## config.mk

```make
export PLATFORM = sky130hd
export DESIGN_NAME = dbuf_stream_dma
export DESIGN_NICKNAME = d
export VERILOG_FILES = /design/src/rtl/dbs_pkg.sv /design/src/rtl/dbs_trig.sv /design/src/rtl/dbs_slots.sv /design/src/rtl/dbs_ctl.sv /design/src/rtl/dbuf_stream_dma.sv
export SDC_FILE = /design/constraint.sdc
export NUM_CORES = 1
export LEC_CHECK = 0
export BUFFER_PORTS_ARGS = -buffer_cell sky130_fd_sc_hd__clkbuf_2
export CAP_MARGIN = 0
export CORE_MARGIN = 5
export CORE_UTILIZATION = 40
export CTS_CLUSTER_DIAMETER = 200
export CTS_CLUSTER_SIZE = 10
export DETAILED_ROUTE_END_ITERATION = 12
export PLACE_DENSITY = 0.67
export REMOVE_ABC_BUFFERS = 1
export SLEW_MARGIN = 20
export SYNTH_ARGS = -nofsm -noshare
export SYNTH_HDL_FRONTEND = slang
export SYNTH_SLANG_ARGS = --single-unit
```

## constraint.sdc

```tcl
create_clock -name clk -period 1.92 [get_ports clk]
set_clock_uncertainty 0.2 [all_clocks]
set_input_delay 0.384 -clock clk [delete_from_list [all_inputs] [get_ports clk]]
set_output_delay 0.384 -clock clk [all_outputs]
set_load 0.02 [all_outputs]
```

## src/rtl/dbs_pkg.sv

```systemverilog
package dbs_pkg;
   typedef enum logic [2:0] {
      SEL_CUR_ADDR = 3'd0,
      SEL_CUR_CNT  = 3'd1,
      SEL_NXT_ADDR = 3'd2,
      SEL_NXT_CNT  = 3'd3,
      SEL_CTRL     = 3'd4,
      SEL_IEN      = 3'd5
   } reg_sel_e;

   localparam int CTRL_TX_BIT = 8;
   localparam int CTRL_RX_BIT = 0;
   localparam int IEN_END_BIT = 0;
   localparam int IEN_EMP_BIT = 1;
endpackage

```

## src/rtl/dbs_trig.sv

```systemverilog
module dbs_trig #(
   parameter bit EDGE_MODE = 1'b1
) (
   input  logic clk,
   input  logic rst_n,
   input  logic trig_in,
   output logic trig_evt
);
   generate
      if (EDGE_MODE) begin : g_edge
         logic trig_q;
         always_ff @(posedge clk) begin
            if (!rst_n) trig_q <= 1'b0;
            else        trig_q <= trig_in;
         end
         assign trig_evt = trig_in & ~trig_q;
      end else begin : g_level
         assign trig_evt = trig_in;
      end
   endgenerate
endmodule

```

## src/rtl/dbs_slots.sv

```systemverilog
module dbs_slots
   import dbs_pkg::*;
#(
   parameter int ADDR_W    = 16,
   parameter int CNT_W     = 8,
   parameter bit WORD_MODE = 1'b0
) (
   input  logic              clk,
   input  logic              rst_n,
   input  logic              wr_en,
   input  reg_sel_e          wr_sel,
   input  logic [31:0]       wr_data,
   input  logic              xfer,
   output logic [ADDR_W-1:0] cur_addr,
   output logic [CNT_W-1:0]  cur_cnt,
   output logic [CNT_W-1:0]  nxt_cnt,
   output logic              ev_end,
   output logic              ev_drain
);
   logic [ADDR_W-1:0] nxt_addr;
   logic [ADDR_W-1:0] step;

   generate
      if (WORD_MODE) begin : g_word
         assign step = ADDR_W'(4);
      end else begin : g_half
         assign step = ADDR_W'(2);
      end
   endgenerate

   assign ev_end   = xfer && (cur_cnt == CNT_W'(1));
   assign ev_drain = ev_end && (nxt_cnt == '0);

   always_ff @(posedge clk) begin
      if (!rst_n) begin
         cur_addr <= '0;
         cur_cnt  <= '0;
         nxt_addr <= '0;
         nxt_cnt  <= '0;
      end else begin
         if (xfer) begin
            if (ev_end && (nxt_cnt != '0)) begin
               cur_addr <= nxt_addr;
               cur_cnt  <= nxt_cnt;
               nxt_cnt  <= '0;
            end else begin
               cur_addr <= cur_addr + step;
               cur_cnt  <= cur_cnt - CNT_W'(1);
            end
         end
         if (wr_en) begin
            case (wr_sel)
               SEL_CUR_ADDR: cur_addr <= wr_data[ADDR_W-1:0];
               SEL_CUR_CNT:  cur_cnt  <= wr_data[CNT_W-1:0];
               SEL_NXT_ADDR: nxt_addr <= wr_data[ADDR_W-1:0];
               SEL_NXT_CNT:  nxt_cnt  <= wr_data[CNT_W-1:0];
               default: ;
            endcase
         end
      end
   end


   cnt_step_chk: assert property (@(posedge clk) disable iff (!rst_n)
      (xfer && cur_cnt > CNT_W'(1) && !wr_en) |=>
      (cur_cnt == $past(cur_cnt) - CNT_W'(1)) && (cur_addr == $past(cur_addr) + step));


   promote_chk: assert property (@(posedge clk) disable iff (!rst_n)
      (xfer && cur_cnt == CNT_W'(1) && nxt_cnt != '0 && !wr_en) |=>
      (cur_cnt == $past(nxt_cnt)) && (nxt_cnt == '0));


   drain_halt_chk: assert property (@(posedge clk) disable iff (!rst_n)
      (xfer && cur_cnt == CNT_W'(1) && nxt_cnt == '0 && !wr_en) |=> (cur_cnt == '0));
endmodule

```

## src/rtl/dbs_ctl.sv

```systemverilog
module dbs_ctl
   import dbs_pkg::*;
#(
   parameter int CNT_W = 8
) (
   input  logic        clk,
   input  logic        rst_n,
   input  logic        wr_en,
   input  reg_sel_e    wr_sel,
   input  logic [31:0] wr_data,
   input  logic        ev_end,
   input  logic        ev_drain,
   output logic        tx_en,
   output logic        flag_end,
   output logic        flag_empty,
   output logic        irq
);
   logic [1:0] ien;
   logic       rx_en;
   logic       nz_data;
   logic       clr_end;
   logic       clr_emp;

   assign nz_data = (wr_data[CNT_W-1:0] != '0);
   assign clr_end = wr_en && (wr_sel == SEL_NXT_CNT) && nz_data;
   assign clr_emp = clr_end || (wr_en && (wr_sel == SEL_CUR_CNT) && nz_data);

   always_ff @(posedge clk) begin
      if (!rst_n) begin
         tx_en      <= 1'b0;
         rx_en      <= 1'b0;
         ien        <= '0;
         flag_end   <= 1'b0;
         flag_empty <= 1'b0;
      end else begin
         if (wr_en && wr_sel == SEL_CTRL) begin
            tx_en <= wr_data[CTRL_TX_BIT];
            rx_en <= wr_data[CTRL_RX_BIT];
         end
         if (wr_en && wr_sel == SEL_IEN) begin
            ien <= {wr_data[IEN_EMP_BIT], wr_data[IEN_END_BIT]};
         end
         if (ev_end)       flag_end <= 1'b1;
         else if (clr_end) flag_end <= 1'b0;
         if (ev_drain)     flag_empty <= 1'b1;
         else if (clr_emp) flag_empty <= 1'b0;
      end
   end

   assign irq = (flag_end & ien[IEN_END_BIT]) | (flag_empty & ien[IEN_EMP_BIT]);


   end_flag_set_chk: assert property (@(posedge clk) disable iff (!rst_n)
      ev_end |=> flag_end);


   empty_implies_end_chk: assert property (@(posedge clk) disable iff (!rst_n)
      $rose(flag_empty) |-> flag_end);
endmodule

```

## src/rtl/dbuf_stream_dma.sv

```systemverilog
module dbuf_stream_dma
   import dbs_pkg::*;
#(
   parameter int ADDR_W    = 16,
   parameter int CNT_W     = 8,
   parameter int DATA_W    = 16,
   parameter bit WORD_MODE = 1'b0,
   parameter bit EDGE_MODE = 1'b1
) (
   input  logic              clk,
   input  logic              rst_n,
   input  logic              wr_en,
   input  logic [2:0]        wr_sel,
   input  logic [31:0]       wr_data,
   input  logic              trig_in,
   output logic              mem_rd_en,
   output logic [ADDR_W-1:0] mem_addr,
   input  logic [DATA_W-1:0] mem_rdata,
   output logic [DATA_W-1:0] smp_data,
   output logic              smp_valid,
   output logic              flag_end,
   output logic              flag_empty,
   output logic              irq
);
   generate
      if (ADDR_W < 3 || ADDR_W > 32) begin : g_bad_addr
         $error("ADDR_W must lie in 3..32");
      end
      if (CNT_W < 1 || CNT_W > 32) begin : g_bad_cnt
         $error("CNT_W must lie in 1..32");
      end
      if (DATA_W < 1) begin : g_bad_data
         $error("DATA_W must be positive");
      end
   endgenerate

   reg_sel_e          sel;
   logic              trig_evt;
   logic              tx_en;
   logic              xfer;
   logic              ev_end;
   logic              ev_drain;
   logic [ADDR_W-1:0] cur_addr;
   logic [CNT_W-1:0]  cur_cnt;
   logic [CNT_W-1:0]  nxt_cnt;
   logic              valid_q;

   assign sel = reg_sel_e'(wr_sel);

   dbs_trig #(.EDGE_MODE(EDGE_MODE)) trig_i (
      .clk(clk), .rst_n(rst_n), .trig_in(trig_in), .trig_evt(trig_evt)
   );

   assign xfer = trig_evt && tx_en && (cur_cnt != '0);

   dbs_slots #(.ADDR_W(ADDR_W), .CNT_W(CNT_W), .WORD_MODE(WORD_MODE)) slots_i (
      .clk(clk), .rst_n(rst_n), .wr_en(wr_en), .wr_sel(sel), .wr_data(wr_data),
      .xfer(xfer), .cur_addr(cur_addr), .cur_cnt(cur_cnt), .nxt_cnt(nxt_cnt),
      .ev_end(ev_end), .ev_drain(ev_drain)
   );

   dbs_ctl #(.CNT_W(CNT_W)) ctl_i (
      .clk(clk), .rst_n(rst_n), .wr_en(wr_en), .wr_sel(sel), .wr_data(wr_data),
      .ev_end(ev_end), .ev_drain(ev_drain), .tx_en(tx_en),
      .flag_end(flag_end), .flag_empty(flag_empty), .irq(irq)
   );

   always_ff @(posedge clk) begin
      if (!rst_n) valid_q <= 1'b0;
      else        valid_q <= xfer;
   end

   assign mem_rd_en = xfer;
   assign mem_addr  = cur_addr;
   assign smp_valid = valid_q;
   assign smp_data  = mem_rdata;


   empty_no_rd_chk: assert property (@(posedge clk) disable iff (!rst_n)
      flag_empty |-> !mem_rd_en);


   strobe_single_chk: assert property (@(posedge clk) disable iff (!rst_n)
      smp_valid |-> !$past(smp_valid) || $past(mem_rd_en));


   held_trig_chk: assert property (@(posedge clk) disable iff (!rst_n)
      (EDGE_MODE && trig_in && $past(trig_in)) |-> !mem_rd_en);
endmodule

```

# --- After elaboration in Yosys (flattened, before gate mapping) ---
# Index checks and enable logic that the tools add are counted.
classes:
  addsub: 2
  n_reduce_logical: 20
  bitwise_logic: 5
  n_eq_ne: 6
  mux: 16
op_table:
  columns: ["op", "count"]
  rows:
  - ["two-way mux 16 bit", 4]
  - ["two-way mux 8 bit", 8]
  - ["nonzero test 8 bit", 3]
  - ["adder 16 x 2 -> 16 bit (second input constant)", 1]
  - ["logical AND 1 bit", 11]
  - ["equality test 8 x 1 -> 1 bit (second input constant)", 1]
  - ["zero test 8 bit", 1]
  - ["subtractor 8 x 1 -> 8 bit (second input constant)", 1]
  - ["equality test 3 x 2 -> 1 bit (second input constant)", 2]
  - ["equality test 3 bit (second input constant)", 2]
  - ["two-way mux 1 bit", 4]
  - ["nonzero test 2 bit", 2]
  - ["AND 1 bit", 3]
  - ["equality test 3 x 1 -> 1 bit (second input constant)", 1]
  - ["zero test 3 bit", 1]
  - ["AND reduction 2 bit", 1]
  - ["logical OR 1 bit", 1]
  - ["inverter 1 bit", 1]
  - ["OR 1 bit", 1]
word_totals:
  wordCells: 59
  input_bits: 55
  register_bits: 55
  out_inout_bits: 37

# --- Logic depth before layout (Yosys ltp) ---
depth:
  depth_word: 10
  mapped_depth: 10
  mapped_depth_nobuf: 9

# --- Hierarchy ---
# Synthesis repeated with hierarchy kept, for this count alone.
unflattened:
  hier_cells: 388
  hier_area_um2: 2991.6
by_module_without_submodules:
  columns: ["module", "instances", "area_per_inst_um2", "cells_per_inst", "seq_area_each_um2"]
  rows:
  - ["dbs_slots", 1, 2536.2, 335, 960.9]
  - ["dbs_ctl", 1, 244.0, 27, 100.1]
  - ["dbuf_stream_dma", 1, 171.4, 23, 20.0]
  - ["dbs_trig", 1, 40.0, 3, 20.0]

# --- Worst setup path before layout ---
# Ideal clock, no wire load.
synth_timing:
  path_kind: "register -> register"
  startpoint: "reg slots_i.cur_cnt[0]"
  endpoint: "reg slots_i.cur_addr[0]"
  stages_incl_launch_ff: 11
  path_slack_ns: -0.143
  synth_period_minus_slack_ns: 2.063
  required_time_ns: 1.604
  setup_time_ns: 0.116
  arrival_time_ns: 1.746
  n_path_buf: 2
  path_cell_list: "dfxtp_1 > inv_1 > ha_1 > nor4b_4 > and3_2 > nand2_2 > buf_6 > buf_6 > nand2_1 > nand3_1 > o211a_1"
synth_via:
  elab_chain_len: 8
  word_cells_on_any_way: 9
  classes_between: "eq/ne: 1; mux: 4; reduce/logical: 4"
synth_rtl:
  columns: ["item", "line", "rtl"]
  rows:
  - ["start, declared", "dbs_slots.sv:15", "output logic [CNT_W-1:0] cur_cnt,"]
  - ["start signal, assigned", "dbs_slots.sv:44", "cur_cnt <= nxt_cnt;"]
  - ["start signal, assigned", "dbs_slots.sv:48", "cur_cnt <= cur_cnt - CNT_W'(1);"]
  - ["start signal, assigned", "dbs_slots.sv:54", "SEL_CUR_CNT: cur_cnt <= wr_data[CNT_W-1:0];"]
  - ["nonzero test 8 bit", "dbuf_stream_dma.sv:54", "assign xfer = trig_evt && tx_en && (cur_cnt != '0);"]
  - ["logical AND 1 bit", "dbuf_stream_dma.sv:54", null]
  - ["logical AND 1 bit", "dbs_slots.sv:31", "assign ev_end = xfer && (cur_cnt == CNT_W'(1));"]
  - ["logical AND 1 bit", "dbs_slots.sv:42", "if (ev_end && (nxt_cnt != '0)) begin"]
  - ["two-way mux 16 bit", "dbs_slots.sv:42", null]
  - ["two-way mux 16 bit *", "dbs_slots.sv:41", "if (xfer) begin"]
  - ["two-way mux 16 bit", "dbs_slots.sv:52", "case (wr_sel)"]
  - ["two-way mux 16 bit *", "dbs_slots.sv:51", "if (wr_en) begin"]
  - ["end signal, assigned", "dbs_slots.sv:43", "cur_addr <= nxt_addr;"]
  - ["end signal, assigned", "dbs_slots.sv:47", "cur_addr <= cur_addr + step;"]
  - ["end signal, assigned", "dbs_slots.sv:53", "SEL_CUR_ADDR: cur_addr <= wr_data[ADDR_W-1:0];"]
  - ["end, declared", "dbs_slots.sv:14", "output logic [ADDR_W-1:0] cur_addr,"]
# Every way passes the cells marked *; elsewhere a longest branch is shown, timed or not.
# A chain may end at the register's enable or synchronous reset.

# --- Worst setup path after layout ---
layout_timing:
  startpoint: "reg slots_i.cur_cnt[0]"
  endpoint: "reg slots_i.cur_cnt[0]"
layout_via:
  elab_chain_len: 8
  word_cells_on_any_way: 10
  classes_between: "add/sub: 1; eq/ne: 1; mux: 4; reduce/logical: 4"
layout_rtl:
  columns: ["item", "line"]
  rows:
  - ["branches (longest 5 deep; another with subtractor 8 x 1 -> 8 bit)", null]
  - ["two-way mux 8 bit *", "dbs_slots.sv:41"]
  - ["two-way mux 8 bit", "dbs_slots.sv:52"]
  - ["two-way mux 8 bit *", "dbs_slots.sv:51"]
# Every way passes the cells marked *.

==> metrics <==
status=finished with violations; failing checks=setup timing; crit path launch type=flop; period utilisation layout=110%; FF+latch count, synth=55; switching power=624 uW; layout cells sized above 1=36.6%; ys async rst share=0%; switching portion of total power=28.2%; post-synthesis sequential area ratio=35.7%; Hold-fix buffers, CTS=0; Final GP Congestion=0.853; die width=97.8 um; most common library cell in the layout ignoring fill and taps=nand2_1; TritonCTS clock tree=built; die height=97.8 um; DR DRC count=0; Internal=1.59 mW; Yosys cell types=59; maximum vdd drop=0.321 mV; WL/cell=16.5 um; wirelength, routed=9650 um; DR vias=3208; Skew-Pair Late Insertion Delay=0.32 ns; Tmin final=2.11 ns; Hold/Removal Path Class=primary input to flop; commonest non-fill, non-tap cells in the layout=70 x nand2_1, 69 x buf_4, 50 x dfxtp_1; Port Buf Inserts=43; post-route cell area=4100 um2; Rows=32; post-synthesis cell area=3090 um2; Antenna Diode Count=0; Final Max Tran Viols=0; Pwr Total=2.21 mW; total gr overflow=0; clock power share=30.6%; number of synthesized flops with an enable pin=0; vias in the first global route=3145; Hold WS=0.0969 ns; clk sink count=55; worst-path maximum fanout=7; CTS buffer count=5; area delta synth->final=32.8%; dpl hpwl=6790 um; Comb pwr share=15.3%; placed inst area=3730 um2; clock slew seen by the registers of the worst setup and hold paths=0.11 ns; initial core utilization=40.6%; Flop pwr share=54.2%; critical path capture point type=flop; Crit Path Category=flop to flop; leak pwr=1.60 nW; Final Hold Vio Count=0; core area=7610 um2; relative slew slack=70.1%; DRT iter0 DRCs=190; RSZ-0062 raised after global routing=true; Critical Path RT=1.93 ns; Yosys warning total=0; Final setup viols=25; H-tree depth=2; IO Pins=92; crit path DAT=2.12 ns; root buffer cell=clkbuf_8; Final WS setup=-0.193 ns; Avg Cell Area, Syn=7.85 um2; first-pass GRT wire length=15700 um; initial antenna violation count=0; Post-Syn Instances=393; Worst Tran Pin Value=0.448 ns; dominant synthesized flop cell=dfxtp_1; max_cap viols=0; Clock Tree Buf Depth=2; GRT Resource Usage Total=19.8%; drt pass-1 iters=5; number of nets in the final layout=540; power density over the cells=540 nW/um2; pre-CTS setup slack=-0.223 ns; R2R Setup Slk=-0.19 ns; Antenna Nets Post-Route=0; Via density=5.48; f_max=473 MHz; die area=9570 um2; largest net degree at the start of global routing=40
[cell families after synthesis]
family	after synthesis	share of synthesized area, %
compound gates	120	25.2
flops	55	35.7
fa+ha+maj	3	1.22
buf+inv	45	8.88
mux	4	1.34
xor+xnor	1	0.284
simple gates	165	27.4
[worst max-delay path, stage by stage, from the launching register on]
cell	delay, ns
dfxtp_2	0.38
inv_2	0.05
ha_4	0.16
nor4b_4	0.28
nand3_2	0.15
nor2_4	0.23
buf_12	0.14
nor2_4	0.06
buf_4	0.14
o21ai_2	0.14
a21oi_2	0.06
[power by group through the flow]
stage / clock network (mW) / logic (mW) / registers [mW]
global placement: 0 / 0.302 / 1.22
floorplan: 0 / 0.122 / 1.23
CTS: 0.674 / 0.320 / 1.20
detailed placement: 0 / 0.306 / 1.22
finish: 0.676 / 0.338 / 1.20
global route: 0.724 / 0.370 / 1.20
[final cells by class]
cell class / instances / area (um2)
Fill cell: 717 / 3510
Inverter: 5 / 21.3
Clock inverter: 3 / 18.8
Clock buffer: 5 / 68.8
Sequential cell: 55 / 1110
Timing Repair Buffer: 122 / 891
Tap cell: 102 / 128
Multi-Input combinational cell: 293 / 1860
[per-layer routing]
layer	share of wire, %	global-route usage [%]	up-vias
li1	-	-	1561
met4	2.1	7.45	0
met2	48	32.5	114
met3	5.9	4.43	18
met1	44	25.4	1515
met5	0	0	-
[sequential cells by signal, indices dropped and copies added, names as in the netlist]
| signal | cells |
|---|---|
| ctl_i.ien | 2 |
| slots_i.nxt_cnt | 8 |
| slots_i.cur_cnt | 8 |
| ctl_i.flag_empty | 1 |
| ctl_i.flag_end | 1 |
| slots_i.nxt_addr | 16 |
| ctl_i.tx_en | 1 |
| slots_i.cur_addr | 16 |
| smp_valid | 1 |
| trig_i.g_edge.trig_q | 1 |
[per-stage QoR]
step	std cells	TNS [ns]	utilization [%]
floorplan	353	-5.62	-
global placement	567	-2.59	49.0
detailed placement	567	-3.88	49.0
CTS	582	-2.44	52.1
global route	585	-4.87	53.9
finish	585	-2.94	53.9
[synth_stat cells, types with 2 or more instances]
cell       count  area, um2
nand2_1       73        274
dfxtp_1       55       1100
a21oi_1       27        135
o21ai_0       25        125
a21boi_0      24        180
nand3_1       23        115
buf_4         17        128
clkbuf_1      15       56.3
nor2_1        14       52.6
a31oi_1        8       50.1
o21ai_1        8       40.0
and2_1         6       37.5
nand3b_1       6       45.0
buf_6          5       56.3
nand4_1        5       31.3
nor3_1         5       25.0
inv_1          4       15.0
nand2b_1       4       25.0
nor2b_1        4       25.0
nor4_1         4       25.0
or3_1          4       25.0
a21boi_1       3       22.5
a221oi_1       3       26.3
buf_2          3       15.0
ha_1           3       37.5
mux2i_1        3       30.0
o211ai_1       3       22.5
a21o_1         2       15.0
and3_1         2       12.5
nor3_2         2       20.0
o2111ai_1      2       17.5
o31a_1         2       17.5
o31ai_1        2       15.0
or4_1          2       15.0
[worst paths after layout]
path	start	cells past startpoint	to
max reg2reg	slots_i.cur_cnt[0]	10	slots_i.cur_cnt[0]
min reg2reg	slots_i.nxt_addr[1]	2	slots_i.nxt_addr[1]
max	slots_i.cur_cnt[0]	10	slots_i.cur_cnt[0]
min	wr_data[15]	3	slots_i.nxt_addr[15]
[timing repair]
item | 4_1_cts | 5_1_grt
cloned | 1 | 0
buffers inserted | 6 | 3
gates resized for setup | 23 | 30
pin swaps | 4 | 19
endpoints found under the setup margin | 26 | 26
Power figures use the tool's default switching activity.
